**src/rtl/irq_seq_pkg.sv**
```systemverilog
package irq_seq_pkg;
  localparam int unsigned MODE_W = 5;
  typedef logic [MODE_W-1:0] mode_t;
  localparam mode_t MODE_IRQ = 5'b10010;
  localparam mode_t MODE_SVC = 5'b10011;

  // Status word as it appears after the interrupt is accepted.
  function automatic logic [31:0] psr_after_entry(input logic [31:0] cur, input int unsigned ibit);
    logic [31:0] r;
    r = cur;
    r[MODE_W-1:0] = MODE_IRQ;
    r[ibit] = 1'b1;
    return r;
  endfunction

  function automatic logic [31:0] psr_at_reset(input int unsigned ibit);
    logic [31:0] r;
    r = '0;
    r[MODE_W-1:0] = MODE_SVC;
    r[ibit] = 1'b1;
    return r;
  endfunction
endpackage

```
**src/rtl/irq_take_detect.sv**
```systemverilog
module irq_take_detect
  import irq_seq_pkg::*;
(
  input  logic  irq_req,
  input  logic  insn_boundary,
  input  logic  ret_req,
  input  logic  irq_masked,
  input  mode_t cur_mode,
  output logic  take,
  output logic  ret_fire
);
  // Entry wins over a return seen at the same edge.
  always_comb begin
    take     = irq_req && insn_boundary && !irq_masked;
    ret_fire = ret_req && !take && (cur_mode == MODE_IRQ);
  end
endmodule

```
**src/rtl/irq_bank_regs.sv**
```systemverilog
module irq_bank_regs #(
  parameter int unsigned XLEN    = 32,
  parameter int unsigned PC_STEP = 4
) (
  input  logic            clk,
  input  logic            rst,
  input  logic            take,
  input  logic [XLEN-1:0] pc_q,
  input  logic [XLEN-1:0] cpsr_q,
  output logic [XLEN-1:0] link_q,
  output logic [XLEN-1:0] spsr_q
);
  localparam logic [XLEN-1:0] STEP = XLEN'(PC_STEP);

  always_ff @(posedge clk) begin
    if (rst) begin
      link_q <= '0;
      spsr_q <= '0;
    end else if (take) begin
      link_q <= pc_q + STEP;
      spsr_q <= cpsr_q;
    end
  end

  AST_LINK_CAPTURE: assert property (@(posedge clk) disable iff (rst)
    take |=> link_q == $past(pc_q) + STEP);
  AST_SPSR_CAPTURE: assert property (@(posedge clk) disable iff (rst)
    take |=> spsr_q == $past(cpsr_q));
  AST_BANK_HOLD: assert property (@(posedge clk) disable iff (rst)
    !take |=> $stable(link_q) && $stable(spsr_q));
endmodule

```
**src/rtl/irq_psr_pc_unit.sv**
```systemverilog
module irq_psr_pc_unit
  import irq_seq_pkg::*;
#(
  parameter int unsigned     XLEN        = 32,
  parameter int unsigned     PC_STEP     = 4,
  parameter int unsigned     IBIT_POS    = 7,
  parameter logic [XLEN-1:0] VECTOR_ADDR = 32'h0000_0018,
  parameter logic [XLEN-1:0] RESET_PC    = '0
) (
  input  logic            clk,
  input  logic            rst,
  input  logic            take,
  input  logic            ret_fire,
  input  logic [XLEN-1:0] link_q,
  input  logic [XLEN-1:0] spsr_q,
  input  logic            pc_wr_en,
  input  logic [XLEN-1:0] pc_wr_data,
  input  logic            psr_wr_en,
  input  logic [XLEN-1:0] psr_wr_data,
  output logic [XLEN-1:0] pc_q,
  output logic [XLEN-1:0] cpsr_q,
  output logic            flush_q
);
  localparam logic [XLEN-1:0] STEP = XLEN'(PC_STEP);

  always_ff @(posedge clk) begin
    if (rst) begin
      pc_q    <= RESET_PC;
      cpsr_q  <= psr_at_reset(IBIT_POS);
      flush_q <= 1'b0;
    end else begin
      flush_q <= take;
      if (take) begin
        pc_q   <= VECTOR_ADDR;
        cpsr_q <= psr_after_entry(cpsr_q, IBIT_POS);
      end else if (ret_fire) begin
        pc_q   <= link_q - STEP;
        cpsr_q <= spsr_q;
      end else begin
        if (pc_wr_en)  pc_q   <= pc_wr_data;
        if (psr_wr_en) cpsr_q <= psr_wr_data;
      end
    end
  end

  AST_ENTRY_VECTOR: assert property (@(posedge clk) disable iff (rst)
    take |=> pc_q == VECTOR_ADDR);
  AST_ENTRY_MODE: assert property (@(posedge clk) disable iff (rst)
    take |=> cpsr_q[MODE_W-1:0] == MODE_IRQ && cpsr_q[IBIT_POS]);
  AST_FLUSH_SINGLE: assert property (@(posedge clk) disable iff (rst)
    flush_q |=> !flush_q);
  AST_RETURN_ATOMIC: assert property (@(posedge clk) disable iff (rst)
    ret_fire |=> pc_q == $past(link_q) - STEP && cpsr_q == $past(spsr_q));
  AST_NO_DOUBLE_EVENT: assert property (@(posedge clk) disable iff (rst)
    !(take && ret_fire));
endmodule

```
**src/rtl/irq_entry_seq.sv**
```systemverilog
module irq_entry_seq
  import irq_seq_pkg::*;
#(
  parameter int unsigned     XLEN        = 32,
  parameter int unsigned     PC_STEP     = 4,
  parameter int unsigned     IBIT_POS    = 7,
  parameter logic [XLEN-1:0] VECTOR_ADDR = 32'h0000_0018,
  parameter logic [XLEN-1:0] RESET_PC    = '0
) (
  input  logic            clk,
  input  logic            rst,
  input  logic            irq_req,
  input  logic            insn_boundary,
  input  logic            ret_req,
  input  logic            pc_wr_en,
  input  logic [XLEN-1:0] pc_wr_data,
  input  logic            psr_wr_en,
  input  logic [XLEN-1:0] psr_wr_data,
  output logic [XLEN-1:0] pc,
  output logic [XLEN-1:0] cpsr,
  output logic [XLEN-1:0] irq_link,
  output logic [XLEN-1:0] irq_spsr,
  output logic            flush
);
  logic take;
  logic ret_fire;

  irq_take_detect u_detect (
    .irq_req      (irq_req),
    .insn_boundary(insn_boundary),
    .ret_req      (ret_req),
    .irq_masked   (cpsr[IBIT_POS]),
    .cur_mode     (cpsr[MODE_W-1:0]),
    .take         (take),
    .ret_fire     (ret_fire)
  );

  irq_bank_regs #(.XLEN(XLEN), .PC_STEP(PC_STEP)) u_bank (
    .clk   (clk),
    .rst   (rst),
    .take  (take),
    .pc_q  (pc),
    .cpsr_q(cpsr),
    .link_q(irq_link),
    .spsr_q(irq_spsr)
  );

  irq_psr_pc_unit #(
    .XLEN(XLEN), .PC_STEP(PC_STEP), .IBIT_POS(IBIT_POS),
    .VECTOR_ADDR(VECTOR_ADDR), .RESET_PC(RESET_PC)
  ) u_state (
    .clk        (clk),
    .rst        (rst),
    .take       (take),
    .ret_fire   (ret_fire),
    .link_q     (irq_link),
    .spsr_q     (irq_spsr),
    .pc_wr_en   (pc_wr_en),
    .pc_wr_data (pc_wr_data),
    .psr_wr_en  (psr_wr_en),
    .psr_wr_data(psr_wr_data),
    .pc_q       (pc),
    .cpsr_q     (cpsr),
    .flush_q    (flush)
  );

  AST_MASKED_NO_ENTRY: assert property (@(posedge clk) disable iff (rst)
    cpsr[IBIT_POS] |=> !flush);
endmodule

```
**config.mk**
```make
export PLATFORM = sky130hd
export DESIGN_NAME = irq_entry_seq
export DESIGN_NICKNAME = d
export VERILOG_FILES = /design/src/rtl/irq_seq_pkg.sv /design/src/rtl/irq_take_detect.sv /design/src/rtl/irq_bank_regs.sv /design/src/rtl/irq_psr_pc_unit.sv /design/src/rtl/irq_entry_seq.sv
export SDC_FILE = /design/constraint.sdc
export NUM_CORES = 1
export LEC_CHECK = 0
export ABC_AREA = 0
export ABC_CLOCK_PERIOD_IN_PS = 2020
export CAP_MARGIN = 5
export CORE_MARGIN = 5
export CORE_UTILIZATION = 42
export CTS_CLUSTER_DIAMETER = 80
export DETAILED_ROUTE_END_ITERATION = 8
export PLACE_DENSITY = 0.74
export SYNTH_ARGS = -nofsm -noshare
export SYNTH_HDL_FRONTEND = slang
export SYNTH_SLANG_ARGS = --single-unit
```
**constraint.sdc**
```tcl
create_clock -name clk -period 2.02 [get_ports clk]
set_clock_uncertainty 0.1 [all_clocks]
set_input_delay 0.404 -clock clk [delete_from_list [all_inputs] [get_ports clk]]
set_output_delay 0.404 -clock clk [all_outputs]
set_load 0.05 [all_outputs]
```
==> qor.yml <==
path_clk_slew_ns: 0.06
root_buffer: "clkbuf_16"
syn2layout_area_growth_pct: 50.9
finalSetupViolCount: 0
boundaryPins: 200
yosysSeqAreaShare_pct: 42.5
rows: 44
cts_tree: "yes"
cap_violations: 0
die_w_um: 130
status: "finished, final reports clean"
timing.rr.end: "u_bank.link_q[29]$_SDFFE_PP0P_"
p_int_uw: 5550
clk_path_buf_depth: 2
dp_hpwl_um: 14200
first_pass_iters: 5
path_depth: 6
syn_nets: 797
worstPathRequired_ns: 2.25
cp.buffers_inverters: 1
min_to: "u_bank.link_q[31]$_SDFFE_PP0P_"
hp-start: "rst"
cts_made_buffers: 17
io_buffers: 199
finalHoldViolCount: 0
grt.overflow.total: 0
hp-class: "input port to register"
p_per_area_nw_per_um2: 878
fmax_ghz: 0.523
arrival_ns: 2.15
grt_pass1_vias: 5991
p_switching_uw: 2500
max_slew_margin_pct: 63.7
wl_um: 19900
p_comb_share_pct: 24.1
cts.sinks: 129
tns_ns: 0
crit_path_max_incr_delay_ns: 0.36
ir_worst_vdd_mv: 0.678
timing.hold.ws_ns: 0.285
yosys_warnings: 0
drt_iter0_drc: 400
max_slew.worst_pin.slew_ns: 0.539
synth_edf_count: 0
via_per_inst: 5.34
clockPowerShare_pct: 40.4
ant_nets: 0
vias: 6194
drc: 0
ff2ff_path_depth: 6
cellLeakagePower_uw: 0.00386
coreArea_um2: 14400
die_h_um: 130
finish.net_count: 1036
synth_area_um2: 6080
mostFrequentLayoutCell: "buf_4"
synth.avg_cell_area_um2: 8.40
crit_path_max_fanout: 6
antennaDiodeCount: 0
wire_per_inst_um: 17.1
grt_first_pass_wirelength_um: 30600
drive_above_1_share_pct: 26.7
grt_max_degree: 54
worstSetupPathType: "register to register"
critPathTopFamily: "simple AND/OR/NAND/NOR gates"
crit_path_cell_trace: "nand4_2 -> nor4_4 -> buf_4 -> nand3_1 -> xor2_1 -> a211oi_1"
sw_frac_of_total_pct: 31.1
synthArstFlopShare_pct: 0
endpoint_kind: "register"
critPathLaunch: "u_state.pc_q[15]$_SDFFE_PP0P_"
r2r_slack_ns: 0.11
clock_latency_ns: 0.42
place_congestion: 0.871
htree_num_levels: 4
min_path_cells: 2
final_cell_mix: "167 x buf_4, 136 x nand2_1, 110 x dfxtp_1"
cp_slowest_cell: "nor4_4"
grt_usage_pct: 22.8
reg2reg_from: "u_state.pc_q[15]$_SDFFE_PP0P_"
rsz0062_at_grt: "yes"
die_area_um2: 17000
initial_core_util_pct: 42.3
synth_ff_type: "dfxtp_1"
ys_seq_elements: 129
antenna_found_initial: 0
synthCells: 724
drv_slew: 0
period_share_pct: 94.7
fin_crit_ns: 1.91
power.share.sequential_pct: 35.5
ys_types: 44
startpoint_type: "register"
==> sequential cells by signal (all words and copies together) (netlist names) <==
register	flops
u_state.cpsr_q	32
u_state.pc_q	32
u_bank.link_q	32
u_state.flush_q	1
u_bank.spsr_q	32
==> layer usage <==
metal / track usage (%) / vias up / routed length, um
met2: 37.4 / 217 / 9290
met1: 28.0 / 2910 / 8420
met4: 6.91 / 0 / 323
met3: 8.51 / 24 / 1820
met5: 0 / - / 0
li1: - / 3043 / -
==> layout make-up <==
type,count,area (um2)
Sequential cell,129,2610
Timing Repair Buffer,272,2380
Clock buffer,19,433
Clock inverter,13,185
Fill cell,1208,5200
Tap cell,184,230
Inverter,6,22.5
Multi-Input combinational cell,537,3310
==> what timing repair did <==
action | 4_1_cts | 5_1_grt
endpoints found under the setup margin | 24 | 5
buffers inserted | 0 | 1
gates cloned | 0 | 2
gates resized for setup | 24 | 1
hold buffers | 0 | 0
pin swaps | 0 | 2
==> synthesized netlist by cell type (all sizes together), types with 2 or more instances <==
cell / count / area share, %
xor2: 22 / 3.2
nand2b: 4 / 0.41
clkbuf: 40 / 2.5
nor2: 79 / 4.9
inv: 6 / 0.37
ha: 2 / 0.41
or3: 3 / 0.31
mux2i: 17 / 2.8
nand3: 15 / 1.2
nor4: 14 / 2.7
nand2: 136 / 8.4
and3: 10 / 1.0
a311oi: 26 / 3.7
a221oi: 4 / 0.68
xnor2: 30 / 4.3
mux2: 13 / 2.4
o21ai: 15 / 1.2
a21oi: 49 / 4.1
buf: 12 / 0.97
a211oi: 50 / 6.2
o31ai: 2 / 0.25
nand4: 12 / 1.7
a22o: 3 / 0.43
nor3: 13 / 1.2
dfxtp: 129 / 42
or2: 2 / 0.21
nor2b: 9 / 0.93
==> logic make-up (layout without fill, tap and decap cells) <==
kind of cell	after synthesis	after routing	share of synthesized area (%)
DFF	129	129	42.5
xor gates and xnor gates	52	52	7.49
AOI/OAI and AO/OA	152	152	17.0
and+or+nand+nor	301	301	23.5
adders and majority gates	2	2	0.412
buffers and inverters	58	310	3.81
muxes	30	30	5.21
==> through the flow <==
stage / utilization (%) / instance area, um2 / instances / power [uW] / setup slack (ns)
after floorplan: - / 6110 / 724 / 4110 / -0.0486
after global placement: 59.3 / 8520 / 1125 / 4820 / -0.143
after detailed placement: 59.3 / 8520 / 1125 / 4840 / -0.220
after CTS: 63.4 / 9100 / 1157 / 8070 / 0.0931
after global routing: 63.8 / 9170 / 1160 / 8350 / -0.00200
final: 63.8 / 9170 / 1160 / 8050 / 0.108
==> power by group through the flow <==
stage,Sequential [uW],Combinational (uW),Clock [uW]
after CTS,2860,1920,3290
after detailed placement,2910,1930,0
final,2860,1940,3250
after global placement,2910,1910,0
after global routing,2880,2080,3400
after floorplan,3410,699,0
==> worst max path at each step <==
stage / endpoint / slack [ns]
2_1_floorplan: u_state.cpsr_q[0]$_SDFFE_PP1P_ / -0.05
3_3_place_gp: u_state.cpsr_q[30]$_SDFFE_PP0P_ / -0.14
3_5_place_dp: u_state.cpsr_q[25]$_SDFFE_PP0P_ / -0.22
4_1_cts: u_state.pc_q[31]$_SDFFE_PP0P_ / 0.09
5_1_grt: u_bank.link_q[30]$_SDFFE_PP0P_ / -0.002
6_report: u_bank.link_q[29]$_SDFFE_PP0P_ / 0.11
==> worst reg2reg max path: stages, from the launching register on <==
cell      delay, ns
dfxtp_2        0.33
nand4_2        0.26
nor4_4         0.36
buf_4          0.19
nand3_1        0.17
xor2_1         0.19
a211oi_1       0.23
No activity file was read; power rests on OpenSTA's default activity.
